===== src/rtl/fillscroll_pkg.sv =====
package fillscroll_pkg;

  typedef enum logic [3:0] {
    SEL_OPCODE = 4'd0,
    SEL_ROP    = 4'd1,
    SEL_COLOUR = 4'd2,
    SEL_PMASK  = 4'd3,
    SEL_BASE_Y = 4'd4,
    SEL_BASE_X = 4'd5,
    SEL_DEST_Y = 4'd6,
    SEL_DEST_X = 4'd7,
    SEL_HEIGHT = 4'd8,
    SEL_WIDTH  = 4'd9
  } regSel_e;

  localparam logic [31:0] OP_FILL   = 32'h08;
  localparam logic [31:0] OP_SCROLL = 32'h0B;
  localparam logic [31:0] ROP_NEW   = 32'h83;
  localparam logic [31:0] ROP_OLD   = 32'h85;
  localparam logic [31:0] ROP_XOR   = 32'h86;

  // strobes from control to datapath
  typedef struct packed {
    logic clr;
    logic advance;
    logic rdPhase;
    logic wrPhase;
  } ctrl_t;

  // status from datapath to control
  typedef struct packed {
    logic launchOk;
    logic needRead;
    logic lastPix;
  } stat_t;

endpackage


===== src/rtl/fse_ctrl.sv =====
module fse_ctrl
  import fillscroll_pkg::*;
(
  input  logic       clk,
  input  logic       rstN,
  input  logic       regWrValid,
  input  logic [3:0] regWrSel,
  input  stat_t      stat,
  output ctrl_t      ctrl,
  output logic       regWrReady,
  output logic       busy,
  output logic       memRd,
  output logic       memWr
);

  typedef enum logic [1:0] {ST_IDLE, ST_LAUNCH, ST_READ, ST_WRITE} state_e;

  state_e state, stateNxt;

  always_ff @(posedge clk) begin
    if (!rstN) state <= ST_IDLE;
    else       state <= stateNxt;
  end

  always_comb begin
    stateNxt = state;
    unique case (state)
      ST_IDLE:   if (regWrValid && regWrSel == SEL_WIDTH) stateNxt = ST_LAUNCH;
      ST_LAUNCH: if (!stat.launchOk)  stateNxt = ST_IDLE;
                 else if (stat.needRead) stateNxt = ST_READ;
                 else                 stateNxt = ST_WRITE;
      ST_READ:   stateNxt = ST_WRITE;
      ST_WRITE:  if (stat.lastPix)    stateNxt = ST_IDLE;
                 else if (stat.needRead) stateNxt = ST_READ;
                 else                 stateNxt = ST_WRITE;
      default:   stateNxt = ST_IDLE;
    endcase
  end

  assign regWrReady   = (state == ST_IDLE);
  assign busy         = (state != ST_IDLE);
  assign ctrl.clr     = (state == ST_LAUNCH);
  assign ctrl.advance = (state == ST_WRITE);
  assign ctrl.rdPhase = (state == ST_READ);
  assign ctrl.wrPhase = (state == ST_WRITE);
  assign memRd        = ctrl.rdPhase;
  assign memWr        = ctrl.wrPhase;

endmodule


===== src/rtl/fse_datapath.sv =====
module fse_datapath
  import fillscroll_pkg::*;
#(
  parameter int Y_W     = 12,
  parameter int X_W     = 11,
  parameter int LINE_SH = 13,
  parameter int PIX_SH  = 2,
  parameter int ADDR_W  = Y_W + LINE_SH
) (
  input  logic              clk,
  input  logic              rstN,
  input  logic              regWe,
  input  logic [3:0]        regWrSel,
  input  logic [31:0]       regWrData,
  input  ctrl_t             ctrl,
  input  logic [31:0]       memRdata,
  output stat_t             stat,
  output logic [ADDR_W-1:0] memAddr,
  output logic [31:0]       memWdata,
  output logic [31:0]       memWmask
);

  logic [31:0]    opcode, rop, colour, planeMask;
  logic [Y_W-1:0] baseY, destY, height, rowIdx, effRow, rdY, wrY;
  logic [X_W-1:0] baseX, destX, width, colIdx, rdX, wrX;
  logic           isFill, isScroll, bottomUp, lastCol;
  logic           unusedHiBits;

  assign unusedHiBits = ^regWrData[31:Y_W];

  always_ff @(posedge clk) begin
    if (!rstN) begin
      opcode    <= '0;
      rop       <= ROP_NEW;
      colour    <= '0;
      planeMask <= '1;
      baseY     <= '0;
      baseX     <= '0;
      destY     <= '0;
      destX     <= '0;
      height    <= '0;
      width     <= '0;
    end else if (regWe) begin
      case (regWrSel)
        SEL_OPCODE: opcode    <= regWrData;
        SEL_ROP:    rop       <= regWrData;
        SEL_COLOUR: colour    <= regWrData;
        SEL_PMASK:  planeMask <= regWrData;
        SEL_BASE_Y: baseY     <= regWrData[Y_W-1:0];
        SEL_BASE_X: baseX     <= regWrData[X_W-1:0];
        SEL_DEST_Y: destY     <= regWrData[Y_W-1:0];
        SEL_DEST_X: destX     <= regWrData[X_W-1:0];
        SEL_HEIGHT: height    <= regWrData[Y_W-1:0];
        SEL_WIDTH:  width     <= regWrData[X_W-1:0];
        default: ;
      endcase
    end
  end

  // pixel walk: column inner, row outer
  assign lastCol = (colIdx == width - X_W'(1));

  always_ff @(posedge clk) begin
    if (!rstN || ctrl.clr) begin
      rowIdx <= '0;
      colIdx <= '0;
    end else if (ctrl.advance) begin
      if (lastCol) begin
        colIdx <= '0;
        rowIdx <= rowIdx + Y_W'(1);
      end else begin
        colIdx <= colIdx + X_W'(1);
      end
    end
  end

  assign isFill   = (opcode == OP_FILL);
  assign isScroll = (opcode == OP_SCROLL);
  assign bottomUp = isScroll && (destY > baseY);
  assign effRow   = bottomUp ? (height - Y_W'(1) - rowIdx) : rowIdx;

  assign stat.launchOk = (height != '0) && (width != '0) &&
                         (isFill || (isScroll && destX == baseX && destY != baseY));
  assign stat.needRead = isScroll || rop == ROP_OLD || rop == ROP_XOR;
  assign stat.lastPix  = lastCol && (rowIdx == height - Y_W'(1));

  function automatic logic [ADDR_W-1:0] pixAddr(input logic [Y_W-1:0] y,
                                                input logic [X_W-1:0] x);
    return {y, {LINE_SH{1'b0}}} +
           {{(ADDR_W-X_W-PIX_SH){1'b0}}, x, {PIX_SH{1'b0}}};
  endfunction

  assign rdY = baseY + effRow;
  assign rdX = baseX + colIdx;
  assign wrY = isScroll ? destY + effRow : rdY;
  assign wrX = isScroll ? destX + colIdx : rdX;

  assign memAddr  = ctrl.wrPhase ? pixAddr(wrY, wrX) : pixAddr(rdY, rdX);
  assign memWmask = planeMask;

  always_comb begin
    if (isScroll || rop == ROP_OLD) memWdata = memRdata;
    else if (rop == ROP_XOR)        memWdata = colour ^ memRdata;
    else                            memWdata = colour;
  end

endmodule


===== src/rtl/fill_scroll_engine.sv =====
module fill_scroll_engine
  import fillscroll_pkg::*;
#(
  parameter int Y_W        = 12,
  parameter int X_W        = 11,
  parameter int LINE_BYTES = 8192,
  parameter int PIX_BYTES  = 4,
  localparam int LINE_SH   = $clog2(LINE_BYTES),
  localparam int PIX_SH    = $clog2(PIX_BYTES),
  localparam int ADDR_W    = Y_W + LINE_SH
) (
  input  logic              clk,
  input  logic              rstN,
  input  logic              regWrValid,
  output logic              regWrReady,
  input  logic [3:0]        regWrSel,
  input  logic [31:0]       regWrData,
  output logic              busy,
  output logic              memRd,
  output logic              memWr,
  output logic [ADDR_W-1:0] memAddr,
  output logic [31:0]       memWdata,
  output logic [31:0]       memWmask,
  input  logic [31:0]       memRdata
);

  ctrl_t ctrl;
  stat_t stat;

  fse_ctrl u_ctrl (
    .clk(clk), .rstN(rstN), .regWrValid(regWrValid), .regWrSel(regWrSel),
    .stat(stat), .ctrl(ctrl), .regWrReady(regWrReady), .busy(busy),
    .memRd(memRd), .memWr(memWr)
  );

  fse_datapath #(
    .Y_W(Y_W), .X_W(X_W), .LINE_SH(LINE_SH), .PIX_SH(PIX_SH), .ADDR_W(ADDR_W)
  ) u_dp (
    .clk(clk), .rstN(rstN), .regWe(regWrValid && regWrReady),
    .regWrSel(regWrSel), .regWrData(regWrData), .ctrl(ctrl),
    .memRdata(memRdata), .stat(stat), .memAddr(memAddr),
    .memWdata(memWdata), .memWmask(memWmask)
  );

endmodule


===== config.mk =====
export PLATFORM = sky130hd
export DESIGN_NAME = fill_scroll_engine
export DESIGN_NICKNAME = d
export VERILOG_FILES = /design/src/rtl/fillscroll_pkg.sv /design/src/rtl/fse_ctrl.sv /design/src/rtl/fse_datapath.sv /design/src/rtl/fill_scroll_engine.sv
export SDC_FILE = /design/constraint.sdc
export NUM_CORES = 1
export LEC_CHECK = 0
export ABC_AREA = 0
export BUFFER_PORTS_ARGS = -buffer_cell sky130_fd_sc_hd__buf_2
export CAP_MARGIN = 15
export CORE_MARGIN = 4
export CORE_UTILIZATION = 35
export CTS_BUF_LIST = sky130_fd_sc_hd__clkbuf_4 sky130_fd_sc_hd__clkbuf_8 sky130_fd_sc_hd__clkbuf_16
export CTS_CLUSTER_DIAMETER = 60
export CTS_CLUSTER_SIZE = 30
export DETAILED_ROUTE_END_ITERATION = 8
export GPL_ROUTABILITY_DRIVEN = 0
export PLACE_DENSITY_LB_ADDON = 0.05
export SLEW_MARGIN = 15
export SYNTH_ARGS = -nofsm -noshare
export SYNTH_HDL_FRONTEND = slang
export SYNTH_SLANG_ARGS = --single-unit
export TNS_END_PERCENT = 5

===== constraint.sdc =====
create_clock -name clk -period 5.8 [get_ports clk]
set_input_delay 0.87 -clock clk [delete_from_list [all_inputs] [get_ports clk]]
set_output_delay 0.87 -clock clk [all_outputs]
set_load 0.01 [all_outputs]

# After elaboration in Yosys (flattened, before gate mapping)
# Cells that the tools add are included.
[word_totals]
regBits = 222
latch_bits = 0
ramBits = 0
romBits = 0
input_bits = 71
output_inout_bits = 93
word_cells = 88
mem_count = 0
[op_classes]
n_addsub = 11
mul = 0
div_mod_pow = 0
magnitude_cmp = 1
eq_ne = 21
shift = 0
mux = 12
bitwise_logic = 1
n_reduce_logical = 29
[op_table]
columns = ["cell", "n"]
rows = [
  ["$eq A32 B4 Y1 const B", 2],
  ["$eq A32 B8 Y1 const B", 2],
  ["$mux W32", 2],
  ["$add A25 B13 Y25", 2],
  ["$xor A32 B32 Y32", 1],
  ["$mux W25", 1],
  ["$add A12 B12 Y12", 2],
  ["$mux W12", 2],
  ["$add A11 B11 Y11", 2],
  ["$eq A11 B11 Y1", 2],
  ["$mux W11", 2],
  ["$reduce_and A2 Y1", 11],
  ["$eq A4 B3 Y1 const B", 4],
  ["$add A12 B1 Y12 const B", 1],
  ["$eq A12 B12 Y1", 1],
  ["$gt A12 B12 Y1", 1],
  ["$ne A12 B12 Y1", 1],
  ["$reduce_bool A12 Y1", 1],
  ["$sub A12 B1 Y12 const B", 1],
  ["$sub A12 B12 Y12", 1],
  ["$add A11 B1 Y11 const B", 1],
  ["$reduce_bool A11 Y1", 1],
  ["$sub A11 B1 Y11 const B", 1],
  ["$eq A4 B2 Y1 const B", 2],
  ["other kinds (14)", 28],
]

# Longest topological paths before layout
# Gate-level depths: netlist of run 1.
[logic_depth]
ltp_word = 7
ltp_mapped = 22
ltp_nobuf = 21

# By module
# Synthesis of run 1 repeated with hierarchy kept, for this count alone.
[hier_totals]
hier_cells = 1595
hier_area_um2 = 12827.3
[modules_own_cells]
columns = ["mod", "n_inst", "cells_per_inst", "area_each_um2", "seq_area_each_um2"]
rows = [
  ["fse_datapath", 1, 1575, 12669.7, 4404.2],
  ["fse_ctrl", 1, 19, 151.4, 40.0],
  ["fill_scroll_engine", 1, 1, 6.3, 0.0],
]

# Least setup slack after synthesis of run 1
# No wires, ideal clock.
[synth_timing]
kind = "flip-flop to output port"
startpoint = "register u_dp.baseY[1]"
endpoint = "output port memAddr[23]"
t_arrival_ps = 3628
t_required_ps = 4930
path_slack_ps = 1302
path_stages_with_launch = 22
n_path_buf = 1
path_cell_list = "dfxtp_1 inv_1 ha_1 a21oi_1 o21ai_0 a221oi_1 o21ai_0 nand3_1 clkbuf_1 nand2_1 o21ai_0 ha_1 inv_1 fa_1 nor2b_1 o21ai_0 a21boi_0 o21ai_0 a21oi_1 a31oi_1 xor2_1 mux2i_1"
[synth_between]
elab_chain_len = 7
word_cells_on_any_way = 9
cone_classes = "add/sub: 4; order compare: 1; mux: 3; reduce/logical: 1"
[synth_rtl]
columns = ["item", "line_no", "rtl"]
rows = [
  ["start: declaration", "fse_datapath.sv:24", "logic [Y_W-1:0] baseY, destY, height, rowIdx, effRow, rdY, wrY;"],
  ["start signal: assignment", "fse_datapath.sv:49", "SEL_BASE_Y: baseY <= regWrData[Y_W-1:0];"],
  ["$gt A12 B12 Y1", "fse_datapath.sv:79", "assign bottomUp = isScroll && (destY > baseY);"],
  ["$logic_and A1 B1 Y1", "fse_datapath.sv:79", ""],
  ["$mux W12", "fse_datapath.sv:80", "assign effRow = bottomUp ? (height - Y_W'(1) - rowIdx) : rowIdx;"],
  ["$add A12 B12 Y12 (on tied branches)", "fse_datapath.sv:93, fse_datapath.sv:95", ""],
  ["$mux W12", "fse_datapath.sv:95", "assign wrY = isScroll ? destY + effRow : rdY;"],
  ["$add A25 B13 Y25", "fse_datapath.sv:89", "return {y, {LINE_SH{1'b0}}} +"],
  ["$mux W25 *", "fse_datapath.sv:98", "assign memAddr = ctrl.wrPhase ? pixAddr(wrY, wrX) : pixAddr(rdY, rdX);"],
  ["end: declaration", "fill_scroll_engine.sv:21", "output logic [ADDR_W-1:0] memAddr,"],
]
# Every way passes the cells marked *; elsewhere a longest branch is shown, timed or not.

# Final worst setup path of run 1
[layout_timing]
startpoint = "register u_dp.height[0]"
endpoint = "output port memAddr[24]"
[layout_between]
elab_chain_len = 7
word_cells_on_any_way = 9
cone_classes = "add/sub: 6; mux: 3"
[layout_rtl]
columns = ["item", "line_no", "rtl"]
rows = [
  ["start: declaration", "fse_datapath.sv:24", ""],
  ["start signal: assignment", "fse_datapath.sv:53", "SEL_HEIGHT: height <= regWrData[Y_W-1:0];"],
  ["$sub A12 B1 Y12 *", "fse_datapath.sv:80", ""],
  ["$sub A12 B12 Y12 *", "fse_datapath.sv:80", ""],
  ["$mux W12 *", "fse_datapath.sv:80", ""],
  ["$add A12 B12 Y12 (on tied branches)", "fse_datapath.sv:93, fse_datapath.sv:95", ""],
  ["$mux W12", "fse_datapath.sv:95", ""],
  ["$add A25 B13 Y25", "fse_datapath.sv:89", ""],
  ["$mux W25 *", "fse_datapath.sv:98", ""],
]
# Marks and branches as above.

==> results.toml, run 1 <==
[outcome]
status = "complete, no violations"

[floorplan]
chipHeight_um = 199
pin_count = 164
dieArea_sq_um = 39700
core_sq_um = 35800
start_util_pct = 35.7
num_rows = 69
dieWidth_um = 199

[cells_and_area]
synthToLayoutAreaGrowth_pct = 16.1
layout-drive-gt1-share_pct = 14.8
final_cell_mix = "nand2_1 (390), dfxtp_1 (222), buf_2 (160), a21boi_0 (94), xor2_1 (84)"
final_nets = 1837
fillers = 3655
final_common_cell = "nand2_1"
final_util_pct = 41.5

[synthesis]
yosysSeqAreaShare_pct = 34.7
ys_ff_latch = 222
yosysTopAreaCell = "dfxtp_1"
synth.cell_area_sq_um = 12800
synth_area_leaders = "dfxtp_1 (35%), nand2_1 (11%), ha_1 (7.0%)"
yosys_warnings = 0
syn_inst = 1574
ys.flop_type = "dfxtp_1"
synth_top_area_share_pct = 34.7
synth-edff-count = 0
synth_async_sr_flop_share_pct = 0
yosysUniqueCellTypes = 68
syn_area_per_cell_sq_um = 8.13

[route]
wire_per_inst_um = 18.0
drc = 0
wirelength_mm = 39.1
ant_nets = 0
vias = 10800
viasPerCell = 5.00
detail_route.first_pass.iterations = 5
drt_iter0_drc = 463

[clock_network]
cts_tree = "yes"
cts-buffers-inserted = 22
root_buffer = "clkbuf_16"
cts.sinks = 222
cts_buffer_depth = 3
htreeDepth = 1
postCtsSetupBuffers = 0
path_clk_slew_ns = 0.09
clk_latency_ns = 0.53

[grt]
grt_pass1_vias = 10800
grt_max_degree = 82
grt_overflow = 0
grt_pass1_wl_mm = 61.7
antenna_found_initial = 4
grt_use_total_pct = 19.5

[sta]
period_share_pct = 94.9
rsz0062_at_grt = "true"
finalHoldViolCount = 0
clock_skew_ns = 0.0258
worst_pin_slew_ns = 1.03
worst_hold_slack_ns = 0.465
slew_headroom_pct = 31.4
setup_violations = 0
layout_min_cycle_time_ns = 5.50
clock.fmax_ghz = 0.182
slew_viol_final = 0

[power]
total_power_uw = 3410
p_per_area_nw_per_um2 = 229
power_leakage_uw = 0.00593
vdd_drop_max_mv = 0.245

[setup_path]
cp-end-kind = "output port"
path_common_cell = "ha_1"
reg2regPathDepth = 10
crit_chain = "inv_1, ha_1, inv_1, ha_1, nor2b_1, o31a_1, o21ai_0, nand2b_1, a21o_1, a21oi_1, xor2_1, o21ai_0, ha_1, and3_1, nand3_1, and4b_1, o2bb2ai_1, xnor2_1, mux2i_1, xnor2_1, buf_2"
critPathMaxFanout = 5
critPathRequiredTime_ns = 4.93
cp.arrival_ns = 4.63
cp_slowest_cell = "dfxtp_1"
slowest_delay_ns = 0.40
critPathKind = "flop to output port"
cp-start-kind = "flop"

[run]
drv_cap = 0

[placement]
dp_hpwl_mm = 28.6
port_buffers = 161

[hold_path]
hp-class = "flop to flop"
min_path_cells = 2
## cell usage after synthesis (21+ instances only)
| cell | number |
|---|---|
| nand2_1 | 390 |
| nor2_1 | 59 |
| a21oi_1 | 31 |
| ha_1 | 72 |
| mux2i_1 | 78 |
| nor2b_1 | 80 |
| o21ai_0 | 44 |
| xnor2_1 | 46 |
| inv_1 | 45 |
| clkbuf_1 | 73 |
| a21boi_0 | 94 |
| nand3_1 | 52 |
| xor2_1 | 84 |
| nor4_1 | 21 |
| dfxtp_1 | 222 |
| nor3_1 | 21 |
## critical path, delay by kind of cell (launching register included)
family	cells	cell delay, ns
AO/OA/AOI/OAI	6	1.24
AND/OR/NAND/NOR	5	0.75
adder cells (fa/ha/maj)	3	0.96
flip-flops	1	0.40
multiplexers	1	0.10
buffers and inverters	3	0.25
XOR/XNOR	3	0.37
## state kept, by name (all words and copies together), names as in the netlist
register       flops
u_ctrl.state       2
u_dp.baseX        11
u_dp.baseY        12
u_dp.colIdx       11
u_dp.colour       32
u_dp.destX        11
u_dp.destY        12
u_dp.height       12
u_dp.memWmask     32
u_dp.opcode       32
u_dp.rop          32
u_dp.rowIdx       12
u_dp.width        11
## power by group
group          leakage, uW  switching (uW)  internal (uW)
clock             0.000397             779            805
sequential         0.00179            15.0           1540
combinational      0.00373             163            104
## final timing paths
check | start | to | slack [ns]
worst max-delay path | u_dp.height[0] | memAddr[24] | 0.30
worst min-delay path | u_dp.memWmask[30] | u_dp.memWmask[30] | 0.47
worst max register to register | u_dp.height[2] | u_ctrl.state[0] | 2.92
worst min register to register | u_dp.memWmask[30] | u_dp.memWmask[30] | 0.47
## kinds of logic after synthesis
kind of cell    after synthesis  synth area share, %
compound gates              240                 13.2
mux                          80                 6.27
xor+xnor                    130                 8.89
other cells                   1               0.0293
simple gates                693                 25.2
flops                       222                 34.7
fa+ha+maj                    77                 7.82
buf+inv                     131                 3.93
## routing by layer
metal / track usage, % / routed length, um / up-vias
li1: - / - / 5538
met1: 27.3 / 18800 / 5070
met2: 32.1 / 18100 / 166
met3: 2.66 / 1360 / 50
met4: 4.08 / 793 / 6
met5: 0 / 35 / -
## layout make-up
cell class | instances | area, sq um | share of cell area [%]
multi-input cells | 1222 | 7940 | 53.4
flip-flops and latches | 222 | 4440 | 29.9
repair buffers | 175 | 913 | 6.15
well taps | 461 | 577 | 3.88
clock buffers | 23 | 576 | 3.87
clock inverters | 17 | 238 | 1.60
inverters | 46 | 173 | 1.16
diodes | 1 | 2.50 | 0.0168
## metrics by stage
stage	worst slack [ns]	std cells	TNS, ns	cell area [sq um]
detailed placement	0.797	2126	0	14000
global placement	0.861	2126	0	14000
floorplan	1.30	1575	0	12800
CTS	0.221	2166	0	14800
global route	-0.0132	2167	-0.0132	14900
finish	0.296	2167	0	14900
## timing repair
item	4_1_cts	5_1_grt
hold buffers	0	0
endpoints found under the setup margin	0	5
gates resized for setup	0	11
Note: power is estimated with default switching activity, not from simulation.
==> run 2, diff against run 1 <==
Settings changed: ABC_AREA 0 to 1, CELL_PAD_IN_SITES_DETAIL_PLACEMENT from default to 1, CELL_PAD_IN_SITES_GLOBAL_PLACEMENT from default to 2, CORE_UTILIZATION 35 to 33.
==> results.toml, run 2 <==
[cells_and_area]
fin_area_sq_um = 15300
layout-drive-gt1-share_pct = 13.4
fillers = 4936
final_cells = 2556
multi_input_area_sq_um = 7650
final_common_cell = "nor2_1"
diodes = 0
synthToLayoutAreaGrowth_pct = 17.0
final_cell_mix = "nor2_1 (339), nand2_1 (333), dfxtp_1 (222), o21ai_0 (192), buf_2 (160)"
seq_area_sq_um = 4440
final_nets = 2167

[setup_path]
critPathKind = "flop to output port"
critPathMaxFanout = 15
cp_slowest_cell = "dfxtp_1"
r2r_start = "u_ctrl.state[0]"
path_common_cell = "nand2_1"
ff2ff_setup_slack_ns = 2.96
timing.rr.end = "u_dp.colour[20]"
crit_chain = "ha_1, nand2_1, nor2_1, and2_1, nand2_1, nand3_1, nand3_2, inv_1, nand2_1, nand2_1, inv_1, ha_1, nand3_1, nand2_1, inv_1, o21a_1, o21ai_0, a21oi_1, xor2_1, o21ai_0, buf_2"
critPathRequiredTime_ns = 4.93
cp.arrival_ns = 4.52
cp-start-kind = "flop"
cp-end-kind = "output port"
reg2regPathDepth = 7
slowest_delay_ns = 0.37

[sta]
slew_headroom_pct = 30.6
finalHoldViolCount = 0
setup_violations = 0
worst_pin_slew_ns = 1.03
worst_slack_ns = 0.407
clock_skew_ns = 0.0310
slew_viol_final = 0
finalSetupTns_ns = 0
clock.fmax_ghz = 0.185
layout_min_cycle_time_ns = 5.39
rsz0062_at_grt = "false"
period_share_pct = 93.0

[floorplan]
dieArea_sq_um = 42800
dieWidth_um = 207
core_sq_um = 38800
num_rows = 72
start_util_pct = 33.6
chipHeight_um = 207
pin_count = 164

[clock_network]
cts-buffers-inserted = 26
path_clk_slew_ns = 0.07
cts_buffer_depth = 3
cts_resized = 0
postCtsSetupBuffers = 0
hold_buffers = 0
cts.sinks = 222
clk_latency_ns = 0.57
htreeDepth = 1
root_buffer = "clkbuf_16"
cts_tree = "yes"

[grt]
grt_use_total_pct = 21.7
busiest_layer = "met2"
grt_pass1_vias = 13200
antenna_found_initial = 1
grt.met3_usage_pct = 2.66
grt_pass1_wl_mm = 74.1
met2_usage_pct = 35.6
grtUsageMet1_pct = 31.4
grt_overflow = 0
grt_max_degree = 199

[synthesis]
ys_ff_latch = 222
yosys_warnings = 0
yosysSeqAreaShare_pct = 34.1
ys.flop_type = "dfxtp_1"
syn_inst = 1901
synthTopCellsByCount = "nor2_1 (340), nand2_1 (333), dfxtp_1 (222)"
synth.cell_area_sq_um = 13000
yosysTopAreaCell = "dfxtp_1"
syn_area_per_cell_sq_um = 6.86
synth_async_sr_flop_share_pct = 0
synth-edff-count = 0
yosysMostFrequentCell = "nor2_1"
synth_top_area_share_pct = 34.1
yosysUniqueCellTypes = 48
synth_area_leaders = "dfxtp_1 (34%), nor2_1 (9.8%), nand2_1 (9.6%)"

[hold_path]
hp-start = "u_dp.rop[20]"
hp-class = "flop to flop"
min_path_cells = 2
hold_end = "u_dp.rop[20]"

[route]
wire_per_inst_um = 18.4
vias = 12600
viasPerCell = 4.94
drt_iter0_drc = 599
detail_route.first_pass.iterations = 5
ant_nets = 0
wirelength_mm = 47.0
drc = 0

[placement]
placed_cells = 2508
port_buffers = 161
dp_hpwl_mm = 34.7
place_ws_ns = 0.673
place_area_sq_um = 14300

[power]
vdd_drop_max_mv = 0.201
power_leakage_uw = 0.00709
p_per_area_nw_per_um2 = 249
total_power_uw = 3800

[run]
drv_cap = 0

[outcome]
status = "complete, no violations"
## run 2: kinds of logic after synthesis
family	count (synthesis)	synth area share (%)
AO/OA/AOI/OAI	334	13.4
XOR/XNOR	108	7.25
adder cells (fa/ha/maj)	77	7.67
buffers and inverters	249	7.52
flip-flops	222	34.1
multiplexers	10	0.767
other	1	0.0287
AND/OR/NAND/NOR	900	29.3
## run 2: worst max-delay path, delay by kind of cell (launching register included)
| kind | cells | cell delay [ns] |
|---|---|---|
| AO/OA/AOI/OAI | 4 | 0.83 |
| XOR/XNOR | 1 | 0.17 |
| adder cells (fa/ha/maj) | 2 | 0.59 |
| buffers and inverters | 4 | 0.55 |
| flip-flops | 1 | 0.37 |
| AND/OR/NAND/NOR | 10 | 1.43 |
## run 2: layer usage
| metal | share of wire [%] | wire length, um | vias to the layer above |
|---|---|---|---|
| met3 | 2.8 | 1300 | 47 |
| met2 | 45 | 21300 | 160 |
| li1 | - | - | 6411 |
| met1 | 50 | 23700 | 6000 |
| met5 | 0.034 | 16 | - |
| met4 | 1.5 | 714 | 2 |
## run 2: worst max-delay path by stage
stage / depth (start not counted) / start / to
floorplan: 25 / u_dp.height[0] / memAddr[23]
global placement: 19 / u_dp.baseY[9] / memAddr[22]
detailed placement: 22 / u_dp.baseY[10] / memAddr[22]
CTS: 19 / u_dp.baseY[10] / memAddr[22]
global route: 19 / u_dp.height[2] / memAddr[22]
finish: 21 / u_dp.destY[10] / memAddr[22]
## run 2: report_power, final
| group | switching (uW) | internal (uW) | total (uW) |
|---|---|---|---|
| Sequential | 21.8 | 1550 | 1580 |
| Combinational | 247 | 126 | 373 |
| Clock | 743 | 1110 | 1850 |
| Total | 1010 | 2790 | 3800 |
## run 2: area by class of cell
class                           instances  area share [%]
Multi-Input combinational cell       1431            50.1
Sequential cell                       222            29.1
Timing Repair Buffer                  174            6.15
Clock buffer                           30            4.58
Tap cell                              518            4.25
Inverter                              164            4.03
Clock inverter                         17            1.75
## run 2: stage by stage
| stage | utilization [%] | hold slack [ns] |
|---|---|---|
| final | 39.3 | 0.456 |
| after global routing | 39.3 | 0.480 |
| after CTS | 39.2 | 0.459 |
| after detailed placement | 36.7 | 0.446 |
| after global placement | 36.7 | 0.434 |
| after floorplan | - | 0.429 |
